==> src/rtl/lpm_pkg.sv <==
// Shared constants and types for the recirculating prefix lookup.
// Assumes 32-bit addresses split 16/8/8 over three trie levels.
package lpm_pkg;
    localparam int IP_W     = 32;
    localparam int L1_W     = 16;
    localparam int STEP_W   = 8;
    localparam int REM_W    = IP_W - L1_W;
    localparam int ENTRY_W  = 32;
    localparam int LEAF_BIT = ENTRY_W - 1;
    localparam int RES_W    = ENTRY_W - 1;

    typedef enum logic [1:0] {
        LVL_ONE   = 2'd0,
        LVL_TWO   = 2'd1,
        LVL_THREE = 2'd2
    } lvl_e;
endpackage

==> src/rtl/lpm_fifo.sv <==
// In-order queue of lookups whose memory reads are outstanding.
// Assumes the caller never pushes when full; push and pop may coincide.
module lpm_fifo #(
    parameter int W     = 8,
    parameter int DEPTH = 5
) (
    input  logic         clk,
    input  logic         rst_n,
    input  logic         push,
    input  logic [W-1:0] push_data,
    input  logic         pop,
    output logic [W-1:0] head,
    output logic         full
);
    localparam int PW = (DEPTH > 1) ? $clog2(DEPTH) : 1;
    localparam int CW = $clog2(DEPTH + 1);

    logic [W-1:0]  store [DEPTH];
    logic [PW-1:0] wptr, rptr;
    logic [CW-1:0] cnt;

    assign head = store[rptr];
    assign full = (cnt == CW'(DEPTH));

    // Pointer and count bookkeeping with wrap at DEPTH.
    always_ff @(posedge clk) begin
        if (!rst_n) begin
            wptr <= '0;
            rptr <= '0;
            cnt  <= '0;
        end else begin
            if (push) wptr <= (wptr == PW'(DEPTH - 1)) ? '0 : wptr + 1'b1;
            if (pop)  rptr <= (rptr == PW'(DEPTH - 1)) ? '0 : rptr + 1'b1;
            cnt <= cnt + CW'(push) - CW'(pop);
        end
    end

    // Entry storage, written at the tail.
    always_ff @(posedge clk) begin
        if (push) store[wptr] <= push_data;
    end
endmodule

==> src/rtl/lpm_cbuf.sv <==
// Reorder buffer: hands out slots in arrival order, accepts results
// in any order, releases them in slot order.
// Assumes a slot is completed at most once between allocation and release.
module lpm_cbuf #(
    parameter int TOKENS = 8,
    parameter int DW     = 31,
    parameter int TOK_W  = 3
) (
    input  logic             clk,
    input  logic             rst_n,
    input  logic             alloc_i,
    output logic             alloc_ok_o,
    output logic [TOK_W-1:0] alloc_tok_o,
    input  logic             done_i,
    input  logic [TOK_W-1:0] done_tok_i,
    input  logic [DW-1:0]    done_data_i,
    output logic             out_valid_o,
    output logic [DW-1:0]    out_data_o,
    input  logic             out_ready_i
);
    localparam int CW = $clog2(TOKENS + 1);

    logic [TOKENS-1:0] vld;
    logic [DW-1:0]     dat [TOKENS];
    logic [TOK_W-1:0]  wr, rd;
    logic [CW-1:0]     cnt;
    logic              take, deliver;

    assign alloc_ok_o  = (cnt < CW'(TOKENS));
    assign alloc_tok_o = wr;
    assign out_valid_o = vld[rd];
    assign out_data_o  = dat[rd];
    assign take        = alloc_i && alloc_ok_o;
    assign deliver     = out_valid_o && out_ready_i;

    // Allocation, release and occupancy counters.
    always_ff @(posedge clk) begin
        if (!rst_n) begin
            wr  <= '0;
            rd  <= '0;
            cnt <= '0;
        end else begin
            if (take)    wr <= (wr == TOK_W'(TOKENS - 1)) ? '0 : wr + 1'b1;
            if (deliver) rd <= (rd == TOK_W'(TOKENS - 1)) ? '0 : rd + 1'b1;
            cnt <= cnt + CW'(take) - CW'(deliver);
        end
    end

    // Per-slot finished flags: set on completion, cleared on release.
    always_ff @(posedge clk) begin
        if (!rst_n) begin
            vld <= '0;
        end else begin
            if (deliver) vld[rd] <= 1'b0;
            if (done_i)  vld[done_tok_i] <= 1'b1;
        end
    end

    // Result storage per slot.
    always_ff @(posedge clk) begin
        if (done_i) dat[done_tok_i] <= done_data_i;
    end
endmodule

==> src/rtl/lpm_ring.sv <==
// Longest-prefix lookup over a three-level trie in one pipelined memory.
// New lookups and continuing lookups share the single request port, with
// continuing lookups first. Assumes the memory returns every read exactly
// MEM_LAT cycles after its request, in request order.
module lpm_ring #(
    parameter int MEM_AW  = 18,
    parameter int MEM_LAT = 4,
    parameter int TOKENS  = 8
) (
    input  logic              clk,
    input  logic              rst_n,
    input  logic              in_valid,
    output logic              in_ready,
    input  logic [31:0]       in_addr,
    output logic              out_valid,
    input  logic              out_ready,
    output logic [30:0]       out_result,
    output logic              mem_req_valid,
    output logic [MEM_AW-1:0] mem_req_addr,
    input  logic              mem_rsp_valid,
    input  logic [31:0]       mem_rsp_data
);
    import lpm_pkg::*;

    localparam int TOK_W  = (TOKENS > 1) ? $clog2(TOKENS) : 1;
    localparam int QDEPTH = MEM_LAT + 1;

    typedef struct packed {
        logic [REM_W-1:0] rem;
        lvl_e             lvl;
        logic [TOK_W-1:0] tok;
    } flight_t;
    localparam int FW = $bits(flight_t);

    logic [FW-1:0]     q_head;
    flight_t           head_q, push_q;
    logic              q_full;
    logic              tok_ok;
    logic [TOK_W-1:0]  new_tok;
    logic              rsp_leaf, finish, recirc, enter;
    logic [STEP_W-1:0] step_bits;
    logic [MEM_AW-1:0] next_addr;

    assign head_q = flight_t'(q_head);

    // Classify the returning read: final result or another level to walk.
    always_comb begin
        rsp_leaf  = mem_rsp_data[LEAF_BIT];
        finish    = mem_rsp_valid && (rsp_leaf || head_q.lvl == LVL_THREE);
        recirc    = mem_rsp_valid && !finish;
        step_bits = head_q.rem[REM_W-1 -: STEP_W];
        next_addr = mem_rsp_data[MEM_AW-1:0] + MEM_AW'(step_bits);
    end

    // Port arbitration: a continuing lookup blocks new entry.
    assign in_ready      = !recirc && tok_ok && !q_full;
    assign enter         = in_valid && in_ready;
    assign mem_req_valid = recirc || enter;
    assign mem_req_addr  = recirc ? next_addr : MEM_AW'(in_addr[IP_W-1 -: L1_W]);

    // Tag that travels with the request into the in-flight queue.
    always_comb begin
        if (recirc) begin
            push_q.rem = head_q.rem << STEP_W;
            push_q.lvl = (head_q.lvl == LVL_ONE) ? LVL_TWO : LVL_THREE;
            push_q.tok = head_q.tok;
        end else begin
            push_q.rem = in_addr[REM_W-1:0];
            push_q.lvl = LVL_ONE;
            push_q.tok = new_tok;
        end
    end

    lpm_fifo #(.W(FW), .DEPTH(QDEPTH)) u_flight (
        .clk       (clk),
        .rst_n     (rst_n),
        .push      (mem_req_valid),
        .push_data (push_q),
        .pop       (mem_rsp_valid),
        .head      (q_head),
        .full      (q_full)
    );

    lpm_cbuf #(.TOKENS(TOKENS), .DW(RES_W), .TOK_W(TOK_W)) u_order (
        .clk         (clk),
        .rst_n       (rst_n),
        .alloc_i     (enter),
        .alloc_ok_o  (tok_ok),
        .alloc_tok_o (new_tok),
        .done_i      (finish),
        .done_tok_i  (head_q.tok),
        .done_data_i (mem_rsp_data[RES_W-1:0]),
        .out_valid_o (out_valid),
        .out_data_o  (out_result),
        .out_ready_i (out_ready)
    );
endmodule

==> config.mk <==
export PLATFORM = sky130hd
export DESIGN_NAME = lpm_ring
export DESIGN_NICKNAME = d
export VERILOG_FILES = /design/src/rtl/lpm_pkg.sv /design/src/rtl/lpm_fifo.sv /design/src/rtl/lpm_cbuf.sv /design/src/rtl/lpm_ring.sv
export SDC_FILE = /design/constraint.sdc
export NUM_CORES = 1
export LEC_CHECK = 0
export BUFFER_PORTS_ARGS = -buffer_cell sky130_fd_sc_hd__buf_2
export CAP_MARGIN = 5
export CORE_MARGIN = 3
export CORE_UTILIZATION = 40
export CTS_BUF_LIST = sky130_fd_sc_hd__clkbuf_8
export CTS_CLUSTER_SIZE = 40
export DETAILED_ROUTE_END_ITERATION = 7
export PLACE_DENSITY = 0.67
export SETUP_SLACK_MARGIN = 0.15
export SLEW_MARGIN = 10
export SYNTH_ARGS = -nofsm -noshare
export SYNTH_HDL_FRONTEND = slang
export SYNTH_SLANG_ARGS = --single-unit
==> constraint.sdc <==
create_clock -name clk -period 5.25 [get_ports clk]
set_clock_uncertainty 0.2 [all_clocks]
set_input_delay 0.2625 -clock clk [delete_from_list [all_inputs] [get_ports clk]]
set_output_delay 0.2625 -clock clk [all_outputs]
set_load 0.03 [all_outputs]
==> impl_metrics.prom, run 1 <==
# TYPE chip_impl_metric gauge
chip_impl_info{name="run_status",value="complete, no violations"} 1
chip_impl_info{name="worstHoldPathType",value="in2reg"} 1
chip_impl_metric{name="postCtsSetupBuffers",unit=""} 0
chip_impl_metric{name="max-clock-path-buffers",unit=""} 3
chip_impl_metric{name="ir_drop",unit="V"} 0.0002782
chip_impl_metric{name="cap_viol_max_count",unit=""} 0
chip_impl_metric{name="area_enclosed_by_the_die_boundary",unit="sq um"} 41900
chip_impl_metric{name="n_antenna_cell",unit=""} 0
chip_impl_metric{name="synth_seq_cells",unit=""} 386
chip_impl_metric{name="syn_to_final_growth",unit="%"} 19.35
chip_impl_metric{name="timing.final.max_slew_violations",unit=""} 0
chip_impl_metric{name="hpwlAfterDp",unit="microns"} 19080
chip_impl_info{name="timing_worst_setup_path_type",value="reg2out"} 1
chip_impl_metric{name="critical_path_fanouts_max",unit=""} 10
chip_impl_metric{name="die_h",unit="microns"} 204.7
chip_impl_metric{name="postSynthNetCount",unit=""} 937
chip_impl_info{name="setup_repair_after_global_routing_missed_its_margin",value="no"} 1
chip_impl_info{name="worst_setup_path_start_kind",value="flip-flop"} 1
chip_impl_metric{name="worstSkewPairLatency",unit="ns"} 0.64
chip_impl_info{name="cts-root-buf",value="sky130_fd_sc_hd__clkbuf_8"} 1
chip_impl_metric{name="worst-slew-pin-transition",unit="ns"} 1.084
chip_impl_info{name="synthTopCellsByArea",value="sky130_fd_sc_hd__edfxtp_1, sky130_fd_sc_hd__mux4_2, sky130_fd_sc_hd__dfxtp_1"} 1
chip_impl_metric{name="synth-edff-count",unit=""} 353
chip_impl_metric{name="wl_per_cell",unit="microns"} 19.70
chip_impl_metric{name="mapped_area",unit="sq um"} 15790
chip_impl_metric{name="minimum_clock_period_after_layout",unit="ns"} 4.725
chip_impl_metric{name="sequential_cell_area_fraction_in_the_yosys_report",unit="%"} 71.30
chip_impl_metric{name="tritoncts.num_buffers",unit=""} 59
chip_impl_metric{name="final_layout_size_suffix_gt1_share",unit="%"} 33.81
chip_impl_metric{name="post_cts_hold_buffer_count",unit=""} 53
chip_impl_metric{name="grt_usage",unit="%"} 15.37
chip_impl_metric{name="placed_area",unit="sq um"} 17110
chip_impl_metric{name="area_of_the_core",unit="sq um"} 38830
chip_impl_metric{name="drt-vias-per-instance",unit=""} 5.108
chip_impl_metric{name="worst_ep_required_time",unit="ns"} 4.79
chip_impl_metric{name="finalSetupViolCount",unit=""} 0
chip_impl_metric{name="number_of_antenna_violations_at_the_first_check_in_global_routing",unit=""} 1
chip_impl_metric{name="initial_utilization",unit="%"} 40.67
chip_impl_metric{name="num_rows",unit=""} 72
chip_impl_info{name="synth-main-ff-cell",value="sky130_fd_sc_hd__edfxtp_1"} 1
chip_impl_metric{name="yosys_warnings",unit=""} 0
chip_impl_info{name="cts_tree",value="yes"} 1
chip_impl_metric{name="synthesis.area_per_instance",unit="sq um"} 18.73
chip_impl_metric{name="cts.clk_slew.worst_paths",unit="ns"} 0.06
chip_impl_metric{name="floorplan.die.width",unit="microns"} 204.7
chip_impl_metric{name="fin_crit_sh",unit="%"} 90.00
chip_impl_info{name="netlist.top_cell.by_area",value="sky130_fd_sc_hd__edfxtp_1"} 1
chip_impl_metric{name="place.gp.congestion",unit=""} 0.7302
chip_impl_metric{name="firstDrtPassIters",unit=""} 4
chip_impl_metric{name="synth_cell_type_count",unit=""} 58
chip_impl_metric{name="detail_route.drc_violations",unit=""} 0
chip_impl_metric{name="final_hold_viol_count",unit=""} 0
chip_impl_metric{name="design_area",unit="sq um"} 18850
chip_impl_metric{name="timing.slew.headroom",unit="%"} 27.72
chip_impl_metric{name="number_of_i_o_port_buffers",unit=""} 120
chip_impl_metric{name="grt_max_degree",unit=""} 53
chip_impl_metric{name="postRouteWirelength",unit="microns"} 32060
chip_impl_metric{name="power-per-cell-area",unit="nW/um^2"} 389.3
chip_impl_metric{name="vias",unit=""} 8310
chip_impl_metric{name="grt_pass1_vias",unit=""} 8584
chip_impl_metric{name="p_leak",unit="nW"} 6.457
chip_impl_info{name="worst_setup_path_end_kind",value="output pin"} 1
chip_impl_metric{name="post_synth_inst_count",unit=""} 843
chip_impl_metric{name="drtIter0Drc",unit=""} 456
chip_impl_metric{name="num_io_pins",unit=""} 121
chip_impl_metric{name="route.antenna.remaining_nets",unit=""} 0
chip_impl_metric{name="synth_largest_type_area_fraction",unit="%"} 67.12
chip_impl_metric{name="fmaxAchievable",unit="MHz"} 211.6
chip_impl_metric{name="global_route.overflow_total",unit=""} 0
chip_impl_metric{name="setup_total_neg_slack",unit="ns"} 0
chip_impl_metric{name="synth_async_sr_flop_share",unit="%"} 0
chip_impl_metric{name="worstPathArrival",unit="ns"} 4.26
chip_impl_metric{name="ctsHtreeMaxLevel",unit=""} 2
chip_impl_metric{name="nets",unit=""} 1153
chip_impl_metric{name="cts.sinks",unit=""} 386
chip_impl_metric{name="global_route_wire_length_before_repair",unit="microns"} 48920
chip_impl_metric{name="cts_repair_resize_count",unit=""} 0
[where the power goes]
group / switching [mW] / internal, mW
combinational: 0.670 / 0.434
clock: 1.14 / 1.37
sequential: 0.0840 / 3.64
total: 1.90 / 5.44
[registers in the layout, indices dropped and copies added, names as in the netlist, named ones only]
signal and count:
u_flight.cnt 3, u_flight.rptr 3, u_flight.store 105, u_flight.wptr 3
u_order.alloc_tok_o 3, u_order.cnt 4, u_order.dat 248, u_order.rd 3
u_order.vld 8
[placed cells by master (no fill, tap or decap), types with 3 or more instances in the layout]
master                            n
sky130_fd_sc_hd__and3_1           3
sky130_fd_sc_hd__nor2b_1          7
sky130_fd_sc_hd__dlygate4sd3_1   53
sky130_fd_sc_hd__xor2_1          14
sky130_fd_sc_hd__clkinv_2         7
sky130_fd_sc_hd__dfxtp_1         30
sky130_fd_sc_hd__mux2i_1         17
sky130_fd_sc_hd__nor2_1           8
sky130_fd_sc_hd__fa_1             3
sky130_fd_sc_hd__clkbuf_8        60
sky130_fd_sc_hd__nand2_1         50
sky130_fd_sc_hd__bufinv_16        6
sky130_fd_sc_hd__a21oi_1          6
sky130_fd_sc_hd__ha_1            22
sky130_fd_sc_hd__mux4_2          82
sky130_fd_sc_hd__nor3_2           4
sky130_fd_sc_hd__inv_1           37
sky130_fd_sc_hd__mux2_2          48
sky130_fd_sc_hd__and2_1          20
sky130_fd_sc_hd__o31ai_1          3
sky130_fd_sc_hd__o311ai_0         3
sky130_fd_sc_hd__edfxtp_1       353
sky130_fd_sc_hd__nor2_4           8
sky130_fd_sc_hd__a21boi_1         4
sky130_fd_sc_hd__o22ai_1          6
sky130_fd_sc_hd__xnor2_1          6
sky130_fd_sc_hd__clkinv_1        17
sky130_fd_sc_hd__buf_2          120
sky130_fd_sc_hd__nand3_1         11
sky130_fd_sc_hd__buf_4           21
sky130_fd_sc_hd__o21ai_0         30
[layer usage]
metal,global-route usage [%],vias to the layer above,wire length [microns]
li1,-,3802,-
met1,20.19,4227,13730
met2,25.68,226,15850
met3,3.305,53,1767
met4,4.964,2,684
met5,0,-,13
[critical path: stages (launching register included)]
cell	delay, ns
sky130_fd_sc_hd__dfxtp_1	0.64
sky130_fd_sc_hd__buf_4	0.33
sky130_fd_sc_hd__mux4_2	0.52
sky130_fd_sc_hd__mux2_2	0.28
sky130_fd_sc_hd__ha_1	0.34
sky130_fd_sc_hd__a21oi_1	0.13
sky130_fd_sc_hd__a2111oi_4	0.59
sky130_fd_sc_hd__o31ai_1	0.16
sky130_fd_sc_hd__xor2_1	0.21
sky130_fd_sc_hd__o21ai_0	0.21
sky130_fd_sc_hd__buf_2	0.23
[final timing paths]
path                    startpoint            endpoint  slack, ns  cells after the start
hold / removal    mem_rsp_data[24]  u_order.dat[4][24]       0.25                      2
setup / recovery         flip-flop     mem_req_addr[9]       0.53                     10
setup reg to reg         flip-flop   u_order.dat[0][8]       1.62                      7
hold reg to reg     u_order.vld[5]      u_order.vld[5]       0.26                      2
[layout make-up]
class | count | area [sq um]
timing repair buffer | 194 | 1289
clock inverter | 51 | 380.4
tap | 518 | 648.1
fill | 3200 | 19980
inverter | 20 | 75.07
multi-input combinational | 398 | 4363
sequential | 386 | 11270
clock buffer | 60 | 825.8
[Yosys cell counts (all sizes together) (7+ instances only)]
cell type,number
ha,22
dfxtp,33
nor2b,7
nand3,12
xor2,14
and2,20
edfxtp,353
nand2,52
buf,18
a21oi,7
mux2i,18
nor2,16
o21ai,31
mux4,82
mux2,50
clkbuf,21
inv,20
[per-stage QoR]
stage          util [%]  setup WS [ns]  hold WS [ns]  total power [mW]  std cells
6_report          48.54         0.5251        0.2494             7.338       1627
2_1_floorplan         -          1.114        0.1614             4.500        843
3_3_place_gp      44.07          1.162        0.2397             4.840       1463
4_1_cts           48.54         0.4501        0.1862             7.429       1627
5_1_grt           48.54         0.2445        0.2251             7.668       1627
3_5_place_dp      44.07          1.156        0.2473             4.869       1463
[logic make-up after synthesis]
| kind of cell | count (synthesis) | share of synthesized area, % |
|---|---|---|
| fa+ha+maj | 25 | 2.123 |
| buf+inv | 59 | 1.616 |
| xor+xnor | 20 | 1.109 |
| flops | 386 | 71.30 |
| simple gates | 132 | 4.175 |
| mux | 150 | 16.45 |
| compound gates | 71 | 3.225 |
Power figures use the tool's default switching activity.
==> run 2, diff against run 1 <==
--- a/config.mk
+++ b/config.mk
@@ -5,15 +5,16 @@
 export SDC_FILE = /design/constraint.sdc
 export NUM_CORES = 1
 export LEC_CHECK = 0
-export BUFFER_PORTS_ARGS = -buffer_cell sky130_fd_sc_hd__buf_2
 export CAP_MARGIN = 5
 export CORE_MARGIN = 3
 export CORE_UTILIZATION = 40
 export CTS_BUF_LIST = sky130_fd_sc_hd__clkbuf_8
 export CTS_CLUSTER_SIZE = 40
 export DETAILED_ROUTE_END_ITERATION = 7
-export PLACE_DENSITY = 0.67
+export DONT_BUFFER_PORTS = 1
+export PLACE_DENSITY = 0.64
 export SETUP_SLACK_MARGIN = 0.15
+export SKIP_LAST_GASP = 1
 export SLEW_MARGIN = 10
 export SYNTH_ARGS = -nofsm -noshare
 export SYNTH_HDL_FRONTEND = slang
==> impl_metrics.prom, run 2 (synthesized netlist as in run 1, its figures left out) <==
# TYPE chip_impl_metric gauge
chip_impl_metric{name="grt_max_degree",unit=""} 63
chip_impl_metric{name="final_layout_size_suffix_gt1_share",unit="%"} 26.42
chip_impl_metric{name="fin_crit_sh",unit="%"} 86.55
chip_impl_info{name="timing_worst_setup_path_type",value="reg2out"} 1
chip_impl_metric{name="number_of_i_o_port_buffers",unit=""} 0
chip_impl_metric{name="route.antenna.remaining_nets",unit=""} 0
chip_impl_metric{name="grt_usage",unit="%"} 15.36
chip_impl_metric{name="timing.slew.headroom",unit="%"} 32.89
chip_impl_metric{name="crit_buf_inv",unit=""} 1
chip_impl_metric{name="cap_viol_max_count",unit=""} 0
chip_impl_metric{name="fillerInstances",unit=""} 3235
chip_impl_metric{name="share_comb_of_total_power",unit="%"} 14.7
chip_impl_metric{name="area_of_the_core",unit="sq um"} 38830
chip_impl_metric{name="setup_ws",unit="ns"} 0.7061
chip_impl_metric{name="clock_power_share",unit="%"} 33.2
chip_impl_metric{name="minimum_clock_period_after_layout",unit="ns"} 4.544
chip_impl_metric{name="dp_slack",unit="ns"} 1.239
chip_impl_metric{name="worst_ep_required_time",unit="ns"} 4.79
chip_impl_metric{name="ctsHtreeMaxLevel",unit=""} 2
chip_impl_info{name="path_cells",value="buf_4, mux4_2, mux2_2, ha_1, fa_1, a21oi_1, o221ai_1, nand3_1, xor2_1, nor2_1"} 1
chip_impl_info{name="cts-root-buf",value="sky130_fd_sc_hd__clkbuf_8"} 1
chip_impl_metric{name="global_route.overflow_total",unit=""} 0
chip_impl_metric{name="wl_per_cell",unit="microns"} 21.02
chip_impl_metric{name="reg2reg_slack",unit="ns"} 1.63
chip_impl_info{name="worst_setup_path_end_kind",value="output pin"} 1
chip_impl_metric{name="num_rows",unit=""} 72
chip_impl_metric{name="postRouteWirelength",unit="microns"} 31680
chip_impl_metric{name="die_h",unit="microns"} 204.7
chip_impl_metric{name="initial_utilization",unit="%"} 40.67
chip_impl_metric{name="power-per-cell-area",unit="nW/um^2"} 391.6
chip_impl_info{name="layout_top_registers",value="u_order.dat: 248 flops, u_flight.store: 105 flops, u_order.vld: 8 flops"} 1
chip_impl_metric{name="grt_pass1_vias",unit=""} 8255
chip_impl_metric{name="vias",unit=""} 7843
chip_impl_info{name="cp_top_family",value="multiplexers"} 1
chip_impl_metric{name="num_io_pins",unit=""} 121
chip_impl_metric{name="floorplan.die.width",unit="microns"} 204.7
chip_impl_metric{name="drtIter0Drc",unit=""} 640
chip_impl_metric{name="number_of_antenna_violations_at_the_first_check_in_global_routing",unit=""} 1
chip_impl_info{name="layout_common_cells",value="sky130_fd_sc_hd__edfxtp_1, sky130_fd_sc_hd__mux4_2, sky130_fd_sc_hd__clkbuf_8"} 1
chip_impl_metric{name="cts.clk_slew.worst_paths",unit="ns"} 0.06
chip_impl_metric{name="global_route_wire_length_before_repair",unit="microns"} 48780
chip_impl_metric{name="cts.sinks",unit=""} 386
chip_impl_metric{name="tritoncts.num_buffers",unit=""} 60
chip_impl_info{name="worstHoldPathType",value="in2reg"} 1
chip_impl_metric{name="timing.final.max_slew_violations",unit=""} 0
chip_impl_metric{name="worstSkewPairLatency",unit="ns"} 0.64
chip_impl_metric{name="finalSetupViolCount",unit=""} 0
chip_impl_info{name="run_status",value="complete, no violations"} 1
chip_impl_metric{name="worst-slew-pin-transition",unit="ns"} 1.003
chip_impl_info{name="highest_delay_cell_along_the_critical_path",value="sky130_fd_sc_hd__mux4_2"} 1
chip_impl_metric{name="cell_internal_pwr",unit="mW"} 5.326
chip_impl_info{name="commonest_non_fill_non_tap_cell_in_the_layout",value="sky130_fd_sc_hd__edfxtp_1"} 1
chip_impl_metric{name="firstDrtPassIters",unit=""} 5
chip_impl_info{name="max_flop_register",value="u_order.dat"} 1
chip_impl_metric{name="p_leak",unit="nW"} 5.987
chip_impl_metric{name="drt-vias-per-instance",unit=""} 5.204
chip_impl_metric{name="hpwlAfterDp",unit="microns"} 18090
chip_impl_metric{name="ir_drop",unit="V"} 0.0002979
chip_impl_metric{name="share_of_total_power_consumed_by_net_switching",unit="%"} 25.47
chip_impl_metric{name="place.gp.congestion",unit=""} 0.7504
chip_impl_metric{name="longest_individual_stage_delay_on_the_worst_path",unit="ns"} 0.52
chip_impl_metric{name="power.share.sequential",unit="%"} 52.1
chip_impl_metric{name="setup_total_neg_slack",unit="ns"} 0
chip_impl_metric{name="fmaxAchievable",unit="MHz"} 220.1
chip_impl_metric{name="largest_register_ff_count",unit=""} 248
chip_impl_info{name="setup_repair_after_global_routing_missed_its_margin",value="no"} 1
chip_impl_metric{name="critical_path_fanouts_max",unit=""} 8
chip_impl_metric{name="area_enclosed_by_the_die_boundary",unit="sq um"} 41900
chip_impl_metric{name="final_hold_viol_count",unit=""} 0
chip_impl_metric{name="nets",unit=""} 1045
chip_impl_info{name="cts_tree",value="yes"} 1
chip_impl_metric{name="syn_to_final_growth",unit="%"} 15.54
chip_impl_info{name="worst_setup_path_start_kind",value="flip-flop"} 1
chip_impl_metric{name="power_switching",unit="mW"} 1.820
chip_impl_metric{name="max-clock-path-buffers",unit=""} 3
chip_impl_metric{name="detail_route.drc_violations",unit=""} 0
chip_impl_metric{name="worstPathArrival",unit="ns"} 4.08
[run 2: cell types whose count changed in the layout (fill, tap and decap cells not counted), moves of 2 or more]
cell	previous run	this run
sky130_fd_sc_hd__buf_4	21	32
sky130_fd_sc_hd__clkinv_1	17	10
sky130_fd_sc_hd__inv_8	2	0
sky130_fd_sc_hd__buf_2	120	0
sky130_fd_sc_hd__clkbuf_8	60	62
sky130_fd_sc_hd__clkinv_2	7	3
sky130_fd_sc_hd__bufinv_16	6	4
[run 2: area by class of cell]
class / count / area [sq um] / area share [%]
Antenna cell: 1 / 2.502 / 0.01371
Clock buffer: 62 / 853.3 / 4.676
Inverter: 20 / 75.07 / 0.4114
Sequential cell: 386 / 11270 / 61.75
Tap cell: 518 / 648.1 / 3.552
Multi-Input combinational cell: 398 / 4363 / 23.91
Clock inverter: 37 / 267.8 / 1.467
Timing Repair Buffer: 85 / 770.7 / 4.224
[run 2: metrics by stage]
stage | util, % | hold slack [ns] | total power, mW | std cells | cell area, sq um
final | 47.00 | 0.06389 | 7.146 | 1507 | 18250
after global routing | 46.99 | 0.02705 | 7.490 | 1506 | 18250
after CTS | 46.99 | 0.0001162 | 7.248 | 1506 | 18250
after detailed placement | 42.74 | 0.1618 | 4.791 | 1354 | 16590
after global placement | 42.74 | 0.1618 | 4.771 | 1354 | 16590
after floorplan | - | 0.1614 | 4.500 | 843 | 15790
[run 2: power by group through the flow]
| stage | combinational (mW) | sequential [mW] | clock [mW] |
|---|---|---|---|
| after detailed placement | 1.00 | 3.79 | 0 |
| after floorplan | 0.745 | 3.75 | 0 |
| after global routing | 1.15 | 3.74 | 2.59 |
| final | 1.05 | 3.72 | 2.37 |
| after CTS | 1.07 | 3.72 | 2.46 |
| after global placement | 0.992 | 3.78 | 0 |
[run 2: per-layer routing]
metal | up-vias | part of all wire (%) | global-route usage (%)
met3 | 48 | 7.0 | 4.004
met2 | 207 | 49 | 25.42
met4 | 2 | 2.1 | 4.891
met1 | 4013 | 42 | 19.95
li1 | 3573 | - | -
met5 | - | 0.041 | 0
[run 2: path summary, 6_finish.rpt]
kind	cells after the start	from	to
max	10	flip-flop	mem_req_addr[16]
max reg2reg	7	flip-flop	u_flight.store[2][0]
min	2	mem_rsp_valid	u_order.vld[1]
min reg2reg	2	u_order.vld[5]	u_order.vld[5]
[run 2: what timing repair did]
action / CTS / global route
endpoints found under the hold margin: 366 / 0
buffers inserted: 0 / 0
hold buffers: 53 / 0
resized for setup: 0 / 0
==> run 3, diff against run 2 <==
--- a/config.mk
+++ b/config.mk
@@ -5,6 +5,7 @@
 export SDC_FILE = /design/constraint.sdc
 export NUM_CORES = 1
 export LEC_CHECK = 0
+export ABC_AREA = 1
 export CAP_MARGIN = 5
 export CORE_MARGIN = 3
 export CORE_UTILIZATION = 40
@@ -13,6 +14,7 @@
 export DETAILED_ROUTE_END_ITERATION = 7
 export DONT_BUFFER_PORTS = 1
 export PLACE_DENSITY = 0.64
+export RECOVER_POWER = 50
 export SETUP_SLACK_MARGIN = 0.15
 export SKIP_LAST_GASP = 1
 export SLEW_MARGIN = 10
==> impl_metrics.prom, run 3 <==
# TYPE chip_impl_metric gauge
chip_impl_info{name="run_status",value="complete, no violations"} 1
chip_impl_info{name="timing.hold.worst.start",value="u_order.vld[5]"} 1
chip_impl_info{name="worst_setup_path_start_kind",value="flip-flop"} 1
chip_impl_info{name="synth_top_family_by_area",value="simple AND/OR/NAND/NOR gates"} 1
chip_impl_info{name="synth_common_cells",value="sky130_fd_sc_hd__edfxtp_1, sky130_fd_sc_hd__nor2_1, sky130_fd_sc_hd__o21ai_0"} 1
chip_impl_info{name="post-synth-top-count-cell",value="sky130_fd_sc_hd__edfxtp_1"} 1
chip_impl_metric{name="synthesis.area_per_instance",unit="sq um"} 11.31
chip_impl_metric{name="ctsHtreeMaxLevel",unit=""} 2
chip_impl_info{name="timing_worst_setup_path_type",value="reg2out"} 1
chip_impl_metric{name="yosys_warnings",unit=""} 0
chip_impl_info{name="synth-main-ff-cell",value="sky130_fd_sc_hd__edfxtp_1"} 1
chip_impl_metric{name="cap_viol_max_count",unit=""} 0
chip_impl_info{name="layer_with_the_highest_usage_after_global_routing",value="met2"} 1
chip_impl_metric{name="firstDrtPassIters",unit=""} 5
chip_impl_metric{name="reg2reg_slack",unit="ns"} 1.28
chip_impl_metric{name="globalRouteMet1Util",unit="%"} 23.11
chip_impl_info{name="cp_top_family",value="simple AND/OR/NAND/NOR gates"} 1
chip_impl_metric{name="mapped_area",unit="sq um"} 16260
chip_impl_info{name="synthTopCellsByArea",value="sky130_fd_sc_hd__edfxtp_1, sky130_fd_sc_hd__nor2_1, sky130_fd_sc_hd__o21ai_0"} 1
chip_impl_info{name="worst_setup_path_end_kind",value="output pin"} 1
chip_impl_metric{name="grt_pass1_vias",unit=""} 10840
chip_impl_metric{name="num_rows",unit=""} 73
chip_impl_info{name="netlist.top_cell.by_area",value="sky130_fd_sc_hd__edfxtp_1"} 1
chip_impl_metric{name="largest_register_ff_count",unit=""} 248
chip_impl_metric{name="post_synth_inst_count",unit=""} 1438
chip_impl_metric{name="final_hold_viol_count",unit=""} 0
chip_impl_metric{name="synth-edff-count",unit=""} 353
chip_impl_metric{name="global_route_wire_length_before_repair",unit="microns"} 61050
chip_impl_metric{name="worstSkewPairLatency",unit="ns"} 0.61
chip_impl_metric{name="area_of_the_core",unit="sq um"} 39910
chip_impl_metric{name="worst-r2r-cell-count",unit=""} 10
chip_impl_metric{name="share_of_total_power_consumed_by_net_switching",unit="%"} 28.90
chip_impl_metric{name="nets",unit=""} 1610
chip_impl_metric{name="minimum_clock_period_after_layout",unit="ns"} 4.422
chip_impl_metric{name="finalSetupViolCount",unit=""} 0
chip_impl_metric{name="grt_max_degree",unit=""} 67
chip_impl_metric{name="timing.slew.headroom",unit="%"} 30.72
chip_impl_metric{name="synth_cell_type_count",unit=""} 41
chip_impl_metric{name="drt-vias-per-instance",unit=""} 5.209
chip_impl_metric{name="detail_route.drc_violations",unit=""} 0
chip_impl_metric{name="hpwlAfterDp",unit="microns"} 21950
chip_impl_metric{name="cts.clk_slew.worst_paths",unit="ns"} 0.06
chip_impl_metric{name="grt_usage",unit="%"} 17.78
chip_impl_metric{name="critical_path_fanouts_max",unit=""} 30
chip_impl_metric{name="place.gp.congestion",unit=""} 0.8121
chip_impl_metric{name="power.share.sequential",unit="%"} 52.3
chip_impl_metric{name="sequential_cell_area_fraction_in_the_yosys_report",unit="%"} 69.25
chip_impl_metric{name="cell_internal_pwr",unit="mW"} 5.121
chip_impl_metric{name="initial_utilization",unit="%"} 40.74
chip_impl_metric{name="die_h",unit="microns"} 207.6
chip_impl_metric{name="number_of_antenna_violations_at_the_first_check_in_global_routing",unit=""} 2
chip_impl_metric{name="num_io_pins",unit=""} 121
chip_impl_metric{name="synthesized_area_fraction_occupied_by_ao_oa_aoi_and_oai_cells",unit="%"} 10.56
chip_impl_info{name="worstHoldPathType",value="reg2reg"} 1
chip_impl_metric{name="final_core_utilization",unit="%"} 46.04
chip_impl_metric{name="groute.layer.met3.usage",unit="%"} 3.083
chip_impl_metric{name="clock_power_share",unit="%"} 30.7
chip_impl_metric{name="wl_per_cell",unit="microns"} 18.65
chip_impl_info{name="cts-root-buf",value="sky130_fd_sc_hd__clkbuf_8"} 1
chip_impl_metric{name="floorplan.die.width",unit="microns"} 207.6
chip_impl_info{name="worst_hold_path.endpoint",value="u_order.vld[5]"} 1
chip_impl_metric{name="post_layout_total_power",unit="mW"} 7.203
chip_impl_metric{name="ir_drop",unit="V"} 0.0001966
chip_impl_metric{name="fmaxAchievable",unit="MHz"} 226.1
chip_impl_metric{name="synth-adder-area-share",unit="%"} 2.062
chip_impl_metric{name="postRouteWirelength",unit="microns"} 38910
chip_impl_metric{name="gr-usage-met2",unit="%"} 30.43
chip_impl_metric{name="area_enclosed_by_the_die_boundary",unit="sq um"} 43110
chip_impl_info{name="max_flop_register",value="u_order.dat"} 1
chip_impl_metric{name="p_leak",unit="nW"} 6.827
chip_impl_metric{name="power-per-cell-area",unit="nW/um^2"} 392.0
chip_impl_metric{name="syn_to_final_growth",unit="%"} 13.01
chip_impl_metric{name="timing.hold.worst_path_depth",unit=""} 2
chip_impl_metric{name="post_layout_nonfiller_instances",unit=""} 2086
chip_impl_metric{name="synth_async_sr_flop_share",unit="%"} 0
chip_impl_info{name="layout_top_registers",value="u_order.dat: 248 flops, u_flight.store: 105 flops, u_order.vld: 8 flops"} 1
chip_impl_metric{name="final_layout_size_suffix_gt1_share",unit="%"} 7.564
chip_impl_metric{name="dp_cells",unit=""} 1926
chip_impl_metric{name="vias",unit=""} 10870
chip_impl_info{name="cp_common_cell",value="sky130_fd_sc_hd__nand2_1"} 1
chip_impl_metric{name="worstPathArrival",unit="ns"} 3.96
chip_impl_metric{name="max-clock-path-buffers",unit=""} 3
chip_impl_metric{name="synth_seq_cells",unit=""} 386
chip_impl_metric{name="timing.final.max_slew_violations",unit=""} 0
chip_impl_metric{name="worst-slew-pin-transition",unit="ns"} 1.028
chip_impl_info{name="commonest_non_fill_non_tap_cell_in_the_layout",value="sky130_fd_sc_hd__edfxtp_1"} 1
chip_impl_metric{name="synth-xor-area-share",unit="%"} 0.7541
chip_impl_metric{name="longest_individual_stage_delay_on_the_worst_path",unit="ns"} 0.66
chip_impl_metric{name="design_area",unit="sq um"} 18380
chip_impl_metric{name="post_synth_and_or_nand_nor_area_fraction",unit="%"} 13.17
chip_impl_metric{name="route.antenna.remaining_nets",unit=""} 0
chip_impl_info{name="worstReg2RegEnd",value="u_flight.cnt[0]"} 1
chip_impl_metric{name="worst_ep_required_time",unit="ns"} 4.79
chip_impl_metric{name="share_comb_of_total_power",unit="%"} 17.0
chip_impl_info{name="layout_common_cells",value="sky130_fd_sc_hd__edfxtp_1, sky130_fd_sc_hd__nor2_1, sky130_fd_sc_hd__o21ai_0"} 1
chip_impl_metric{name="fin_crit_sh",unit="%"} 84.23
chip_impl_metric{name="postSynthNetCount",unit=""} 1532
chip_impl_info{name="cts_tree",value="yes"} 1
chip_impl_metric{name="number_of_i_o_port_buffers",unit=""} 0
chip_impl_metric{name="synth_largest_type_area_fraction",unit="%"} 65.19
chip_impl_info{name="setup_repair_after_global_routing_missed_its_margin",value="no"} 1
chip_impl_metric{name="cts.sinks",unit=""} 386
chip_impl_metric{name="power_switching",unit="mW"} 2.082
chip_impl_metric{name="tritoncts.num_buffers",unit=""} 60
chip_impl_metric{name="synth.area.mux_share",unit="%"} 0
chip_impl_metric{name="crit_buf_inv",unit=""} 2
chip_impl_metric{name="placed_area",unit="sq um"} 16850
chip_impl_info{name="highest_delay_cell_along_the_critical_path",value="sky130_fd_sc_hd__dfxtp_1"} 1
chip_impl_metric{name="drtIter0Drc",unit=""} 681
chip_impl_info{name="path_cells",value="inv_1, nor2_1, a31oi_1, ha_1, a21oi_1, nand2_1, nand2_1, nand2_1, nand2_1, nand2_1, nand4_1, nand2_1, a21oi_1, buf_4"} 1
chip_impl_metric{name="global_route.overflow_total",unit=""} 0
chip_impl_metric{name="setup_total_neg_slack",unit="ns"} 0
-- run 3: power groups by stage --
stage          clock (mW)  combinational [mW]  sequential [mW]
6_report             2.21                1.22             3.77
5_1_grt              2.42                1.37             3.79
4_1_cts              2.28                1.25             3.76
3_5_place_dp            0                1.18             3.83
3_3_place_gp            0                1.16             3.82
2_1_floorplan           0               0.871             3.80
-- run 3: layer usage --
metal	share of wire, %	up-vias
met1	43	5205
met4	2.9	0
li1	-	5215
met5	0	-
met3	5.7	81
met2	49	364
-- run 3: worst register-to-register path, stage by stage (launching register included) --
cell and delay (ns):
sky130_fd_sc_hd__dfxtp_1 0.66, sky130_fd_sc_hd__inv_1 0.59, sky130_fd_sc_hd__or2_0 0.41, sky130_fd_sc_hd__nand2_1 0.08
sky130_fd_sc_hd__nand2_1 0.07, sky130_fd_sc_hd__nand3_1 0.30, sky130_fd_sc_hd__o21ai_0 0.49, sky130_fd_sc_hd__ha_1 0.44
sky130_fd_sc_hd__nand2_1 0.06, sky130_fd_sc_hd__dlygate4sd3_1 0.55, sky130_fd_sc_hd__inv_1 0.03
-- run 3: timing repair --
item	4_1_cts	5_1_grt
buffers inserted	0	0
hold buffers	53	0
hold endpoints to repair	361	0
resized for setup	0	0
-- run 3: layout make-up --
class / count / area (sq um)
fillers: 3657 / 21540
diodes: 1 / 2.502
flip-flops and latches: 386 / 11270
clock buffers: 63 / 867.1
well taps: 525 / 656.9
multi-input cells: 890 / 4282
inverters: 89 / 337.8
repair buffers: 89 / 790.8
clock inverters: 43 / 173.9
-- run 3: worst max path at each step --
stage | start | endpoint | slack [ns] | cells past startpoint
finish | flip-flop | mem_req_addr[17] | 0.83 | 14
global route | flip-flop | mem_req_addr[17] | 0.35 | 14
CTS | flip-flop | mem_req_addr[17] | 1.01 | 14
detailed placement | flip-flop | mem_req_addr[17] | 1.70 | 14
global placement | flip-flop | mem_req_addr[17] | 1.75 | 14
floorplan | flip-flop | mem_req_addr[10] | 2.13 | 16
-- run 3: cells by family after synthesis --
family          count (synthesis)
compound gates                309
fa+ha+maj                      25
simple gates                  542
flops                         386
buf+inv                       162
xor+xnor                       14
-- run 3: through the flow --
step / worst slack [ns] / hold WS [ns]
after detailed placement: 1.696 / 0.1619
after floorplan: 2.133 / 0.1614
after CTS: 1.013 / 0.2077
after global placement: 1.749 / 0.1618
final: 0.8279 / 0.2649
after global routing: 0.3474 / 0.2569
